$ cat src/rtl/pkt_buf_pkg.sv
package pkt_buf_pkg;

  // Strobes from control to datapath, one per FIFO port
  typedef struct packed {
    logic txWrite;
    logic txRead;
    logic rxWrite;
    logic rxRead;
  } bufStrobe_t;

endpackage

$ cat src/rtl/pkt_fifo.sv
module pkt_fifo #(
  parameter int DATA_W = 8,
  parameter int DEPTH  = 16
) (
  input  logic                         clk,
  input  logic                         rstN,
  input  logic                         wrEn,
  input  logic [DATA_W-1:0]            wrData,
  input  logic                         rdEn,
  output logic [DATA_W-1:0]            rdData,
  output logic [$clog2(DEPTH+1)-1:0]   level
);
  localparam int PTR_W = $clog2(DEPTH);
  localparam int LVL_W = $clog2(DEPTH + 1);
  localparam logic [PTR_W-1:0] LAST_P = PTR_W'(DEPTH - 1);
  localparam logic [LVL_W-1:0] FULL_L = LVL_W'(DEPTH);

  logic [DATA_W-1:0] mem [DEPTH];
  logic [PTR_W-1:0]  wrPtr, rdPtr;

  assign rdData = mem[rdPtr];

  always_ff @(posedge clk) begin
    if (wrEn) mem[wrPtr] <= wrData;
  end

  always_ff @(posedge clk) begin
    if (!rstN) begin
      wrPtr <= '0;
      rdPtr <= '0;
      level <= '0;
    end else begin
      if (wrEn) wrPtr <= (wrPtr == LAST_P) ? '0 : wrPtr + 1'b1;
      if (rdEn) rdPtr <= (rdPtr == LAST_P) ? '0 : rdPtr + 1'b1;
      case ({wrEn, rdEn})
        2'b10:   level <= level + 1'b1;
        2'b01:   level <= level - 1'b1;
        default: level <= level;
      endcase
    end
  end

  // control never writes a full buffer nor reads an empty one
  a_r1_no_overflow: assert property (@(posedge clk) disable iff (!rstN)
    wrEn |-> level != FULL_L);
  a_r1_no_underflow: assert property (@(posedge clk) disable iff (!rstN)
    rdEn |-> level != '0);
  a_r1_level_bound: assert property (@(posedge clk) disable iff (!rstN)
    level <= FULL_L);

endmodule

$ cat src/rtl/pkt_buf_dp.sv
module pkt_buf_dp
  import pkt_buf_pkg::*;
#(
  parameter int DATA_W = 8,
  parameter int DEPTH  = 16
) (
  input  logic                       clk,
  input  logic                       rstN,
  input  bufStrobe_t                 strobe,
  input  logic [DATA_W-1:0]          hostWrData,
  input  logic [DATA_W-1:0]          radRxData,
  output logic [DATA_W-1:0]          radTxData,
  output logic [DATA_W-1:0]          hostRdData,
  output logic [$clog2(DEPTH+1)-1:0] txLevel,
  output logic [$clog2(DEPTH+1)-1:0] rxLevel
);

  pkt_fifo #(.DATA_W(DATA_W), .DEPTH(DEPTH)) u_txFifo (
    .clk    (clk),
    .rstN   (rstN),
    .wrEn   (strobe.txWrite),
    .wrData (hostWrData),
    .rdEn   (strobe.txRead),
    .rdData (radTxData),
    .level  (txLevel)
  );

  pkt_fifo #(.DATA_W(DATA_W), .DEPTH(DEPTH)) u_rxFifo (
    .clk    (clk),
    .rstN   (rstN),
    .wrEn   (strobe.rxWrite),
    .wrData (radRxData),
    .rdEn   (strobe.rxRead),
    .rdData (hostRdData),
    .level  (rxLevel)
  );

endmodule

$ cat src/rtl/pkt_buf_ctrl.sv
module pkt_buf_ctrl
  import pkt_buf_pkg::*;
#(
  parameter int DEPTH  = 16,
  parameter int LEN_W  = 8,
  parameter int THRESH = 8
) (
  input  logic                       clk,
  input  logic                       rstN,
  input  logic                       hostWrEn,
  input  logic                       hostRdEn,
  input  logic                       txGo,
  input  logic [LEN_W-1:0]           txLenIn,
  input  logic                       radTxPop,
  input  logic                       rxStart,
  input  logic [LEN_W-1:0]           rxLenIn,
  input  logic                       radRxPush,
  input  logic                       ackMode,
  input  logic [$clog2(DEPTH+1)-1:0] txLevel,
  input  logic [$clog2(DEPTH+1)-1:0] rxLevel,
  output bufStrobe_t                 strobe,
  output logic                       txRoomFlag,
  output logic                       rxHalfFlag,
  output logic                       txDoneFlag,
  output logic                       rxDoneFlag,
  output logic                       txUnderrunErr,
  output logic                       rxOverflowErr
);
  localparam int LVL_W = $clog2(DEPTH + 1);
  localparam logic [LVL_W-1:0] FULL_L   = LVL_W'(DEPTH);
  localparam logic [LVL_W-1:0] THRESH_L = LVL_W'(THRESH);
  localparam logic [LVL_W-1:0] ROOM_MAX = LVL_W'(DEPTH - THRESH);
  localparam logic [LEN_W-1:0] LEN_ONE  = LEN_W'(1);

  logic             txActive, rxActive;
  logic [LEN_W-1:0] txLen, txSent, rxLen, rxCnt;
  logic             popLive, pushLive;

  // A radio event counts only inside a packet, outside the ACK phase,
  // and not in the same cycle as a restart of that direction.
  always_comb begin
    popLive        = radTxPop  && txActive && !ackMode && !txGo;
    pushLive       = radRxPush && rxActive && !ackMode && !rxStart;
    strobe.txWrite = hostWrEn && (txLevel != FULL_L);
    strobe.txRead  = popLive  && (txLevel != '0);
    strobe.rxWrite = pushLive && (rxLevel != FULL_L);
    strobe.rxRead  = hostRdEn && (rxLevel != '0);
  end

  assign txRoomFlag = (txLevel <= ROOM_MAX);
  assign rxHalfFlag = (rxLevel >= THRESH_L);

  // Transmit packet tracking
  always_ff @(posedge clk) begin
    if (!rstN) begin
      txActive      <= 1'b0;
      txLen         <= '0;
      txSent        <= '0;
      txDoneFlag    <= 1'b0;
      txUnderrunErr <= 1'b0;
    end else if (txGo) begin
      txLen         <= txLenIn;
      txSent        <= '0;
      txActive      <= (txLenIn != '0);
      txDoneFlag    <= (txLenIn == '0);
      txUnderrunErr <= 1'b0;
    end else if (popLive) begin
      if (txLevel == '0) begin
        txUnderrunErr <= 1'b1;
      end else begin
        txSent <= txSent + LEN_ONE;
        if (txSent == txLen - LEN_ONE) begin
          txActive   <= 1'b0;
          txDoneFlag <= 1'b1;
        end
      end
    end
  end

  // Receive packet tracking
  always_ff @(posedge clk) begin
    if (!rstN) begin
      rxActive      <= 1'b0;
      rxLen         <= '0;
      rxCnt         <= '0;
      rxDoneFlag    <= 1'b0;
      rxOverflowErr <= 1'b0;
    end else if (rxStart) begin
      rxLen         <= rxLenIn;
      rxCnt         <= '0;
      rxActive      <= (rxLenIn != '0);
      rxDoneFlag    <= (rxLenIn == '0);
      rxOverflowErr <= 1'b0;
    end else if (pushLive) begin
      rxCnt <= rxCnt + LEN_ONE;
      if (rxLevel == FULL_L) rxOverflowErr <= 1'b1;
      if (rxCnt == rxLen - LEN_ONE) begin
        rxActive   <= 1'b0;
        rxDoneFlag <= 1'b1;
      end
    end
  end

  // ACK phase leaves both buffers as they were
  a_r9_ack_tx_frozen: assert property (@(posedge clk) disable iff (!rstN)
    (ackMode && !hostWrEn) |=> txLevel == $past(txLevel));
  a_r9_ack_rx_frozen: assert property (@(posedge clk) disable iff (!rstN)
    (ackMode && !hostRdEn) |=> rxLevel == $past(rxLevel));

  // overflow is set by a push into a full buffer and stays sticky
  a_r7_overflow_set: assert property (@(posedge clk) disable iff (!rstN)
    (radRxPush && rxActive && !ackMode && !rxStart && rxLevel == FULL_L)
      |=> rxOverflowErr);
  a_r7_overflow_sticky: assert property (@(posedge clk) disable iff (!rstN)
    (rxOverflowErr && !rxStart) |=> rxOverflowErr);

  // underrun is set by a pop from an empty buffer mid-packet and sticks
  a_r8_underrun_set: assert property (@(posedge clk) disable iff (!rstN)
    (radTxPop && txActive && !ackMode && !txGo && txLevel == '0)
      |=> txUnderrunErr);
  a_r8_underrun_sticky: assert property (@(posedge clk) disable iff (!rstN)
    (txUnderrunErr && !txGo) |=> txUnderrunErr);

  // counters stay below the length while a packet is open
  a_r2_tx_count: assert property (@(posedge clk) disable iff (!rstN)
    txActive |-> txSent < txLen);
  a_r6_rx_count: assert property (@(posedge clk) disable iff (!rstN)
    rxActive |-> rxCnt < rxLen);

endmodule

$ cat src/rtl/pkt_stream_buf.sv
module pkt_stream_buf
  import pkt_buf_pkg::*;
#(
  parameter int DATA_W = 8,
  parameter int DEPTH  = 16,
  parameter int LEN_W  = 8,
  parameter int THRESH = 8,
  localparam int LVL_W = $clog2(DEPTH + 1)
) (
  input  logic              clk,
  input  logic              rstN,
  input  logic              hostWrEn,
  input  logic [DATA_W-1:0] hostWrData,
  input  logic              txGo,
  input  logic [LEN_W-1:0]  txLenIn,
  input  logic              hostRdEn,
  output logic [DATA_W-1:0] hostRdData,
  input  logic              radTxPop,
  output logic [DATA_W-1:0] radTxData,
  input  logic              rxStart,
  input  logic [LEN_W-1:0]  rxLenIn,
  input  logic              radRxPush,
  input  logic [DATA_W-1:0] radRxData,
  input  logic              ackMode,
  output logic [LVL_W-1:0]  txLevel,
  output logic [LVL_W-1:0]  rxLevel,
  output logic              txRoomFlag,
  output logic              rxHalfFlag,
  output logic              txDoneFlag,
  output logic              rxDoneFlag,
  output logic              txUnderrunErr,
  output logic              rxOverflowErr
);

  bufStrobe_t strobe;

  pkt_buf_ctrl #(.DEPTH(DEPTH), .LEN_W(LEN_W), .THRESH(THRESH)) u_ctrl (
    .clk           (clk),
    .rstN          (rstN),
    .hostWrEn      (hostWrEn),
    .hostRdEn      (hostRdEn),
    .txGo          (txGo),
    .txLenIn       (txLenIn),
    .radTxPop      (radTxPop),
    .rxStart       (rxStart),
    .rxLenIn       (rxLenIn),
    .radRxPush     (radRxPush),
    .ackMode       (ackMode),
    .txLevel       (txLevel),
    .rxLevel       (rxLevel),
    .strobe        (strobe),
    .txRoomFlag    (txRoomFlag),
    .rxHalfFlag    (rxHalfFlag),
    .txDoneFlag    (txDoneFlag),
    .rxDoneFlag    (rxDoneFlag),
    .txUnderrunErr (txUnderrunErr),
    .rxOverflowErr (rxOverflowErr)
  );

  pkt_buf_dp #(.DATA_W(DATA_W), .DEPTH(DEPTH)) u_dp (
    .clk        (clk),
    .rstN       (rstN),
    .strobe     (strobe),
    .hostWrData (hostWrData),
    .radRxData  (radRxData),
    .radTxData  (radTxData),
    .hostRdData (hostRdData),
    .txLevel    (txLevel),
    .rxLevel    (rxLevel)
  );

endmodule

$ cat config.mk
export PLATFORM = sky130hd
export DESIGN_NAME = pkt_stream_buf
export DESIGN_NICKNAME = d
export VERILOG_FILES = /design/src/rtl/pkt_buf_pkg.sv /design/src/rtl/pkt_fifo.sv /design/src/rtl/pkt_buf_dp.sv /design/src/rtl/pkt_buf_ctrl.sv /design/src/rtl/pkt_stream_buf.sv
export SDC_FILE = /design/constraint.sdc
export NUM_CORES = 1
export LEC_CHECK = 0
export ABC_CLOCK_PERIOD_IN_PS = 3200
export BUFFER_PORTS_ARGS = -buffer_cell sky130_fd_sc_hd__buf_2
export CAP_MARGIN = 20
export CORE_MARGIN = 5
export CORE_UTILIZATION = 60
export CTS_BUF_LIST = sky130_fd_sc_hd__clkbuf_16
export CTS_CLUSTER_SIZE = 12
export DETAILED_ROUTE_END_ITERATION = 6
export PLACE_DENSITY = 0.78
export SLEW_MARGIN = 25
export SYNTH_ARGS = -nofsm -noshare
export SYNTH_HDL_FRONTEND = slang
export SYNTH_SLANG_ARGS = --single-unit
export TNS_END_PERCENT = 30
$ cat constraint.sdc
create_clock -name clk -period 3.2 [get_ports clk]
set_input_delay 0.48 -clock clk [delete_from_list [all_inputs] [get_ports clk]]
set_output_delay 0.48 -clock clk [all_outputs]
set_load 0.03 [all_outputs]
==> flow_summary.toml, run 1 <==
[min_path]
hold_start = "txLenIn[2]"
whs_path_depth = 3
hold_end = "u_ctrl.txLen[2]"
hold_path_class = "input pin to register"

[logic_synthesis]
yosysSeqAreaShare_pct = 66.1
synth_edf_count = 256
netlist_top_cells_area = "edfxtp_1 (56%), dfxtp_1 (10%), mux4_2 (7.8%)"
syn_area_per_cell_um2 = 16.9
yosys.area_share.simple_pct = 7.61
synthArstFlopShare_pct = 0
synth_top_cell_area_share_pct = 55.6
synth_seq_cells = 328
ys.flop_type = "edfxtp_1"
synthAdderAreaFrac_pct = 2.28
synthCells = 817
synth_compound_area_share_pct = 2.82
yosys.area.top_type = "edfxtp_1"
synth_cell_types = 58
synth_area_mm2 = 0.0138
synth-warning-count = 0
synth_xor_area_share_pct = 3.03
muxShareOfSynthArea_pct = 15.5
synth_top_family_by_area = "multiplexers"
syn_nets = 882

[pwr]
powerDensity_mw_per_mm2 = 603
power.internal_w = 0.00724
p_comb_share_pct = 10.4
p_sw_share_pct = 22.6
ir_drop_mv = 0.331
clkPwrFrac_pct = 39.2
p_switching_w = 0.00211
pwr-share-seq_pct = 50.4
p_leak_nw = 5.33

[setup_path]
ff2ff_path_depth = 12
arrival_ns = 2.51
rrSetupSlack_ns = 0.43
cp_data_required_time_ns = 2.72
endpoint_kind = "primary output"
path_max_fanout = 32
r2r_start = "u_dp.u_txFifo.level[0]"
r2r-end = "u_dp.u_txFifo.level[4]"
start_kind = "register"
criticalPathCategory = "register to primary output"

[detailed_routing]
dr_total_vias = 7297
wl_per_cell_um = 21.3
wl_mm = 26.1
drt_pre_antenna_iters = 5
drt.antenna.violating_nets = 0
drt_iter0_drc = 496
via_per_inst = 5.98
drc = 0

[global_route]
antenna_found_initial = 0
grt-ovfl-total = 0
grt_pass1_wl_mm = 42.1
grtUsageTotal_pct = 20.6
grt_max_degree = 35
grt_pass1_vias = 7472

[finish]
layout_common_cells = "edfxtp_1 (256), buf_2 (72), dfxtp_1 (70), nor2_1 (53), mux4_2 (48)"
fin_area_mm2 = 0.0155
drive_gt1_share_pct = 22.0
area_growth_syn_to_layout_pct = 12.3
final_util_pct = 68.5
fin_nets = 982
layout_commonest_cell = "edfxtp_1"
n_antenna_cell = 0

[placed_design]
port_buffers = 72
hpwl_mm = 16.4
globalplace.congestion = 0.799
place_area_mm2 = 0.0145

[sta]
slew_headroom_pct = 39.5
rsz0062_at_grt = "no"
fin_crit_sh_pct = 93.4
period_needed_ns = 2.99
hold_viol_final = 0
setup_viol = 0
max_clock_freq_ghz = 0.335
setup_tns_ns = 0
finalClockSkew_ns = 0.00766
worst_slew_pin_slew_ns = 0.904
slew_viol_final = 0

[clock_network]
cts.clk_slew.worst_paths_ns = 0.06
ctsHtreeMaxLevel = 2
post_cts_buffers = 0
cts_hold_buf = 0
cts_tree = "built"
clock-root-buffer = "clkbuf_16"
cts_resized = 0
clk_latency_ns = 0.50
cts_max_path_buffers = 3
numCtsBuffers = 35
cts_sinks = 328

[outcome]
status = "completed"

[die]
die_y_um = 162
dieArea_mm2 = 0.0262
rows = 55
start_util_pct = 61.0
io_pins = 73
die_x_um = 162
core_area_mm2 = 0.0226

[flow_run]
cap_violations = 0
-- cells by family after synthesis --
| logic type | count (synthesis) |
|---|---|
| compound gates | 59 |
| xor+xnor | 47 |
| fa+ha+maj | 24 |
| buf+inv | 59 |
| flops | 328 |
| mux | 102 |
| simple gates | 198 |
-- routing by layer --
layer,track usage (%),up-vias,wire [um]
met4,5.00,0,546
met5,0,-,0
met2,33.4,228,12900
met1,29.7,3651,11100
met3,3.55,38,1510
li1,-,3380,-
-- flip-flops by register name, indices dropped and copies added (netlist names), 4 cells and up, named ones only --
register,cells
u_dp.u_txFifo.level,5
u_dp.u_txFifo.wrPtr,4
u_ctrl.txLen,8
u_dp.u_txFifo.rdPtr,4
u_dp.u_txFifo.mem,128
u_ctrl.txSent,8
u_dp.u_rxFifo.rdPtr,4
u_dp.u_rxFifo.wrPtr,4
u_dp.u_rxFifo.level,5
u_ctrl.rxLen,8
u_ctrl.rxCnt,8
u_dp.u_rxFifo.mem,128
-- stage by stage --
step | power (W) | cells | hold slack, ns | setup WS, ns
2_1_floorplan | 0.00556 | 817 | 0.482 | 0.436
3_3_place_gp | 0.00576 | 1165 | 0.458 | 0.388
3_5_place_dp | 0.00578 | 1165 | 0.481 | 0.369
4_1_cts | 0.00945 | 1221 | 0.243 | 0.183
5_1_grt | 0.00974 | 1221 | 0.253 | 0.140
6_report | 0.00935 | 1221 | 0.259 | 0.212
-- power by group through the flow --
stage                     combinational (W)  sequential [W]  clock (W)
after detailed placement           0.000978         0.00480          0
after floorplan                    0.000739         0.00482          0
after global routing                0.00107         0.00472    0.00396
after CTS                          0.000990         0.00471    0.00374
final                              0.000977         0.00471    0.00366
after global placement             0.000962         0.00480          0
-- worst max-delay path by stage --
| stage | from | to | slack [ns] | cells past startpoint |
|---|---|---|---|---|
| 6_report | register | hostRdData[1] | 0.21 | 4 |
| 4_1_cts | register | hostRdData[1] | 0.18 | 4 |
| 3_3_place_gp | ackMode | u_dp.u_rxFifo.level[4] | 0.39 | 12 |
| 5_1_grt | register | hostRdData[1] | 0.14 | 4 |
| 2_1_floorplan | u_dp.u_txFifo.level[0] | u_dp.u_txFifo.level[4] | 0.44 | 12 |
| 3_5_place_dp | ackMode | u_dp.u_rxFifo.level[4] | 0.37 | 12 |
-- critical path, stage by stage, from the launching register on --
cell and delay, ns:
dfxtp_2 0.34, buf_12 0.24, mux4_1 0.65, mux4_2 0.54, buf_2 0.21
-- synthesized netlist by cell type (all sizes together), types with 17 or more instances --
| master | instances |
|---|---|
| mux4 | 80 |
| edfxtp | 256 |
| xor2 | 27 |
| dfxtp | 72 |
| o21ai | 17 |
| xnor2 | 20 |
| nor3 | 17 |
| nor2 | 53 |
| nor2b | 25 |
| ha | 22 |
| mux2i | 22 |
| nand2 | 34 |
| inv | 22 |
| clkbuf | 21 |
-- layout make-up --
class                   count  area [um2]
repair buffers            100         596
clock inverters            19         106
multi-input cells         430        4320
inverters                  22        82.6
clock buffers              37         926
well taps                 285         357
flip-flops and latches    328        9130
fillers                  1474        7120
Power figures use the tool's default switching activity.
==> inputs of run 2 (changes only) <==
--- a/config.mk
+++ b/config.mk
@@ -5,7 +5,7 @@
 export SDC_FILE = /design/constraint.sdc
 export NUM_CORES = 1
 export LEC_CHECK = 0
-export ABC_CLOCK_PERIOD_IN_PS = 3200
+export ABC_CLOCK_PERIOD_IN_PS = 3100
 export BUFFER_PORTS_ARGS = -buffer_cell sky130_fd_sc_hd__buf_2
 export CAP_MARGIN = 20
 export CORE_MARGIN = 5
==> constraint.sdc (replaced) <==
create_clock -name clk -period 3.1 [get_ports clk]
set_input_delay 0.465 -clock clk [delete_from_list [all_inputs] [get_ports clk]]
set_output_delay 0.465 -clock clk [all_outputs]
set_load 0.03 [all_outputs]
==> flow_summary.toml, run 2 (synthesis gave the netlist of run 1 again) <==
[finish]
seqCellArea_mm2 = 0.00914
multi_input_area_mm2 = 0.00432
final_cells = 1233
layout_common_cells = "edfxtp_1 (256), buf_2 (72), dfxtp_1 (70), nor2_1 (53), mux4_2 (48)"
fin_area_mm2 = 0.0156
layout_commonest_cell = "edfxtp_1"
drive_gt1_share_pct = 22.7
reg.largest.list = "u_dp.u_rxFifo.mem x128, u_dp.u_txFifo.mem x128"
area_growth_syn_to_layout_pct = 12.9
fin_nets = 991
fillers = 1417

[global_route]
grt_pass1_vias = 7305
antenna_found_initial = 0
grt-ovfl-total = 0
grtUsageTotal_pct = 20.5
grt_pass1_wl_mm = 41.6
grt_max_degree = 34

[pwr]
ir_drop_mv = 0.357
total_power_w = 0.00974
p_leak_nw = 5.39
powerDensity_mw_per_mm2 = 624

[min_path]
whs_path_depth = 3
hold_end = "u_ctrl.rxLen[0]"
hold_path_class = "input pin to register"
hold_start = "rxLenIn[0]"

[clock_network]
clk_latency_ns = 0.51
post_cts_buffers = 0
cts_tree = "built"
cts_max_path_buffers = 3
numCtsBuffers = 35
ctsHtreeMaxLevel = 2
cts_sinks = 328
clock-root-buffer = "clkbuf_16"
cts.clk_slew.worst_paths_ns = 0.06

[setup_path]
endpoint_kind = "primary output"
path_max_fanout = 19
start_kind = "register"
arrival_ns = 2.53
cp_data_required_time_ns = 2.63
max_stage_delay_ns = 0.66
criticalPathCategory = "register to primary output"
path_cells = "buf_12, mux4_1, mux4_2, buf_2"
r2r_start = "u_dp.u_txFifo.level[0]"
slowest_stage = "mux4_1"
rrSetupSlack_ns = 0.31
r2r-end = "u_dp.u_txFifo.level[4]"
ff2ff_path_depth = 12

[sta]
setup_tns_ns = 0
finalClockSkew_ns = 0.0179
rsz0062_at_grt = "no"
setup_viol = 0
worst_slew_pin_slew_ns = 0.940
hold_viol_final = 0
slew_headroom_pct = 37.1
period_needed_ns = 2.99
fin_crit_sh_pct = 96.5
slew_viol_final = 0
max_clock_freq_ghz = 0.334

[placed_design]
globalplace.congestion = 0.762
port_buffers = 72
place_inst = 1174
place_area_mm2 = 0.0145
hpwl_mm = 17.1

[die]
die_x_um = 162
start_util_pct = 61.0
die_y_um = 162
dieArea_mm2 = 0.0262
core_area_mm2 = 0.0226
rows = 55
io_pins = 73

[detailed_routing]
via_per_inst = 5.95
wl_per_cell_um = 21.4
drc = 0
wl_mm = 26.3
drt.antenna.violating_nets = 0
drt_iter0_drc = 534
dr_total_vias = 7331
drt_pre_antenna_iters = 5

[outcome]
status = "completed"

[flow_run]
cap_violations = 0
-- run 2: changes by cell type in the layout (fill, tap and decap cells not counted), sizes merged --
| cell | change |
|---|---|
| bufinv | +1 |
| clkinvlp | -1 |
| clkinv | +2 |
| clkbuf | -1 |
| inv | +1 |
| buf | +9 |
| diode | +1 |
-- run 2: through the flow --
step | hold slack (ns) | util (%) | worst slack, ns
after floorplan | 0.482 | - | 0.336
after global placement | 0.462 | 64.2 | 0.396
after detailed placement | 0.473 | 64.2 | 0.317
after CTS | 0.221 | 68.9 | 0.0610
after global routing | 0.244 | 68.9 | 0.0257
final | 0.245 | 68.9 | 0.109
-- run 2: power by group --
part | internal [W] | switching [W] | total (W)
registers | 0.00480 | 0.0000841 | 0.00489
clock network | 0.00226 | 0.00158 | 0.00384
logic | 0.000469 | 0.000534 | 0.00100
-- run 2: layout make-up --
cell class,instances,share of cell area (%)
well taps,285,2.29
clock buffers,36,5.77
inverters,22,0.529
diodes,1,0.0160
multi-input cells,430,27.7
flip-flops and latches,328,58.6
repair buffers,109,4.17
clock inverters,22,1.00
-- run 2: worst max path at each step --
stage | from | slack, ns | to | depth (start not counted)
4_1_cts | register | 0.06 | hostRdData[0] | 4
2_1_floorplan | u_dp.u_txFifo.level[0] | 0.34 | u_dp.u_txFifo.level[4] | 12
6_report | register | 0.11 | hostRdData[0] | 4
5_1_grt | u_dp.u_txFifo.level[0] | 0.03 | u_dp.u_txFifo.level[4] | 12
3_3_place_gp | ackMode | 0.40 | u_dp.u_rxFifo.level[4] | 13
3_5_place_dp | u_dp.u_txFifo.level[0] | 0.32 | u_dp.u_txFifo.level[4] | 12
-- run 2: worst max-delay path: cells and delay by family (launching register included) --
family | cells | cell delay, ns
buffers and inverters | 2 | 0.42
multiplexers | 2 | 1.15
flip-flops | 1 | 0.44
-- run 2: metal layers --
| layer | global-route usage, % | routed length (um) |
|---|---|---|
| met1 | 30.0 | 11700 |
| met2 | 33.0 | 12700 |
| met3 | 3.78 | 1600 |
| met4 | 4.11 | 353 |
| met5 | 0 | 0 |
-- run 2: repair_timing --
| item | CTS | global route |
|---|---|---|
| gates resized for setup | 2 | 0 |
| endpoints found under the setup margin | 4 | 0 |
| hold buffers | 0 | 0 |
==> inputs of run 3 (changes only) <==
--- a/config.mk
+++ b/config.mk
@@ -9,11 +9,10 @@
 export BUFFER_PORTS_ARGS = -buffer_cell sky130_fd_sc_hd__buf_2
 export CAP_MARGIN = 20
 export CORE_MARGIN = 5
-export CORE_UTILIZATION = 60
+export CORE_UTILIZATION = 29
 export CTS_BUF_LIST = sky130_fd_sc_hd__clkbuf_16
 export CTS_CLUSTER_SIZE = 12
 export DETAILED_ROUTE_END_ITERATION = 6
-export PLACE_DENSITY = 0.78
 export SLEW_MARGIN = 25
 export SYNTH_ARGS = -nofsm -noshare
 export SYNTH_HDL_FRONTEND = slang
==> flow_summary.toml, run 3 (synthesis gave the netlist of run 1 again) <==
[pwr]
total_power_w = 0.00995
p_leak_nw = 5.43
powerDensity_mw_per_mm2 = 618
ir_drop_mv = 0.388

[global_route]
antenna_found_initial = 1
grt-ovfl-total = 0
grtUsageTotal_pct = 10.4
grt_pass1_vias = 7546
grt_pass1_wl_mm = 43.4
grt_max_degree = 41

[finish]
layout_common_cells = "edfxtp_1 (256), buf_2 (72), dfxtp_1 (70), nor2_1 (53), mux4_2 (48)"
layout_commonest_cell = "edfxtp_1"
reg.largest.list = "u_dp.u_rxFifo.mem x128, u_dp.u_txFifo.mem x128"
fillers = 4543
seqCellArea_mm2 = 0.00913
area_growth_syn_to_layout_pct = 16.5
drive_gt1_share_pct = 23.3
multi_input_area_mm2 = 0.00433
n_antenna_cell = 0
fin_nets = 994

[min_path]
hold_start = "rxLenIn[5]"
hold_path_class = "input pin to register"
whs_path_depth = 3
hold_end = "u_ctrl.rxLen[5]"

[detailed_routing]
via_per_inst = 4.58
dr_total_vias = 7179
wl_per_cell_um = 17.3
wl_mm = 27.1
drt.antenna.violating_nets = 0
drc = 0
drt_iter0_drc = 452
drt_pre_antenna_iters = 5

[clock_network]
clk_latency_ns = 0.54
cts_sinks = 328
cts_max_path_buffers = 3
numCtsBuffers = 37
clock-root-buffer = "clkbuf_16"
cts.clk_slew.worst_paths_ns = 0.06
ctsHtreeMaxLevel = 2
cts_tree = "built"

[placed_design]
globalplace.congestion = 0.748
port_buffers = 72
hpwl_mm = 17.8

[sta]
max_clock_freq_ghz = 0.337
hold_viol_final = 0
slew_headroom_pct = 46.5
rsz0062_at_grt = "no"
worst_slew_pin_slew_ns = 0.799
fin_crit_sh_pct = 95.8
setup_viol = 0
slew_viol_final = 0
period_needed_ns = 2.97
setup_tns_ns = 0
finalClockSkew_ns = 0.0173

[setup_path]
r2r-end = "u_dp.u_txFifo.level[4]"
slowest_stage = "mux4_1"
cp_data_required_time_ns = 2.63
endpoint_kind = "primary output"
crit_buf_inv = 2
path_delay_family = "multiplexers"
path_max_fanout = 32
r2r_start = "u_dp.u_txFifo.level[0]"
arrival_ns = 2.50
path_cells = "buf_12, mux4_1, mux4_2, buf_2"
ff2ff_path_depth = 12
criticalPathCategory = "register to primary output"
max_stage_delay_ns = 0.65
rrSetupSlack_ns = 0.33
start_kind = "register"

[die]
rows = 80
start_util_pct = 29.1
die_y_um = 228
core_area_mm2 = 0.0474
io_pins = 73
die_x_um = 228
dieArea_mm2 = 0.0521

[flow_run]
cap_violations = 0

[outcome]
status = "completed"
run 3: changes by cell type in the layout (fill, tap and decap cells not counted), sizes merged:
cell,before,now
clkbuf,36,37
bufinv,2,1
clkinvlp,0,1
diode,1,0
inv,34,35
bufbuf,0,1
clkinv,8,10
run 3: worst reg2reg max path, cell delays in order (launching register included):
cell and delay, ns:
dfxtp_1 0.39, nor4_4 0.37, a21boi_2 0.18, inv_1 0.12, ha_1 0.24, inv_1 0.10
fa_1 0.41, nor2b_1 0.13, o21ai_0 0.11, and3_1 0.20, nor3_1 0.19, xnor2_1 0.09
and2_1 0.15
run 3: repair_timing:
item	CTS	global route
hold buffers	0	0
endpoints found under the setup margin	8	6
endpoints found under the hold margin	0	0
setup buffers	0	4
resized for setup	1	1
gates cloned	1	0
run 3: per-layer routing:
| metal | vias to the layer above | part of all wire [%] | track usage (%) |
|---|---|---|---|
| met1 | 3615 | 45 | 13.5 |
| met3 | 46 | 3.7 | 2.37 |
| li1 | 3407 | - | - |
| met5 | - | 0.048 | 0 |
| met2 | 109 | 49 | 17.3 |
| met4 | 2 | 2.6 | 3.69 |
run 3: final cells by class:
cell class                      count  share of cell area [%]
Sequential cell                   328                    56.7
Timing Repair Buffer              110                    4.32
Tap cell                          615                    4.78
Clock buffer                       37                    5.75
Multi-Input combinational cell    430                    26.9
Clock inverter                     25                    1.05
Inverter                           22                   0.513
run 3: worst max path at each step:
stage | end | slack, ns | cells after the start
6_report | radTxData[5] | 0.13 | 4
5_1_grt | radTxData[4] | 0.005 | 4
4_1_cts | hostRdData[0] | 0.02 | 4
2_1_floorplan | u_dp.u_txFifo.level[4] | 0.34 | 12
3_5_place_dp | u_dp.u_rxFifo.level[4] | 0.27 | 13
3_3_place_gp | u_dp.u_rxFifo.level[4] | 0.29 | 13
run 3: per-stage QoR:
stage / worst slack [ns] / cell area, um2 / hold slack, ns / util [%] / instances
detailed placement: 0.273 / 14900 / 0.481 / 31.5 / 1500
global route: 0.00450 / 16100 / 0.189 / 33.9 / 1567
global placement: 0.287 / 14900 / 0.475 / 31.5 / 1500
finish: 0.130 / 16100 / 0.198 / 33.9 / 1567
floorplan: 0.336 / 13800 / 0.482 / - / 817
CTS: 0.0226 / 16100 / 0.161 / 33.9 / 1563
run 3: power breakdown:
| group | switching, W | internal (W) | total [W] |
|---|---|---|---|
| clock network | 0.00172 | 0.00227 | 0.00399 |
| registers | 0.0000751 | 0.00480 | 0.00488 |
| logic | 0.000552 | 0.000526 | 0.00108 |
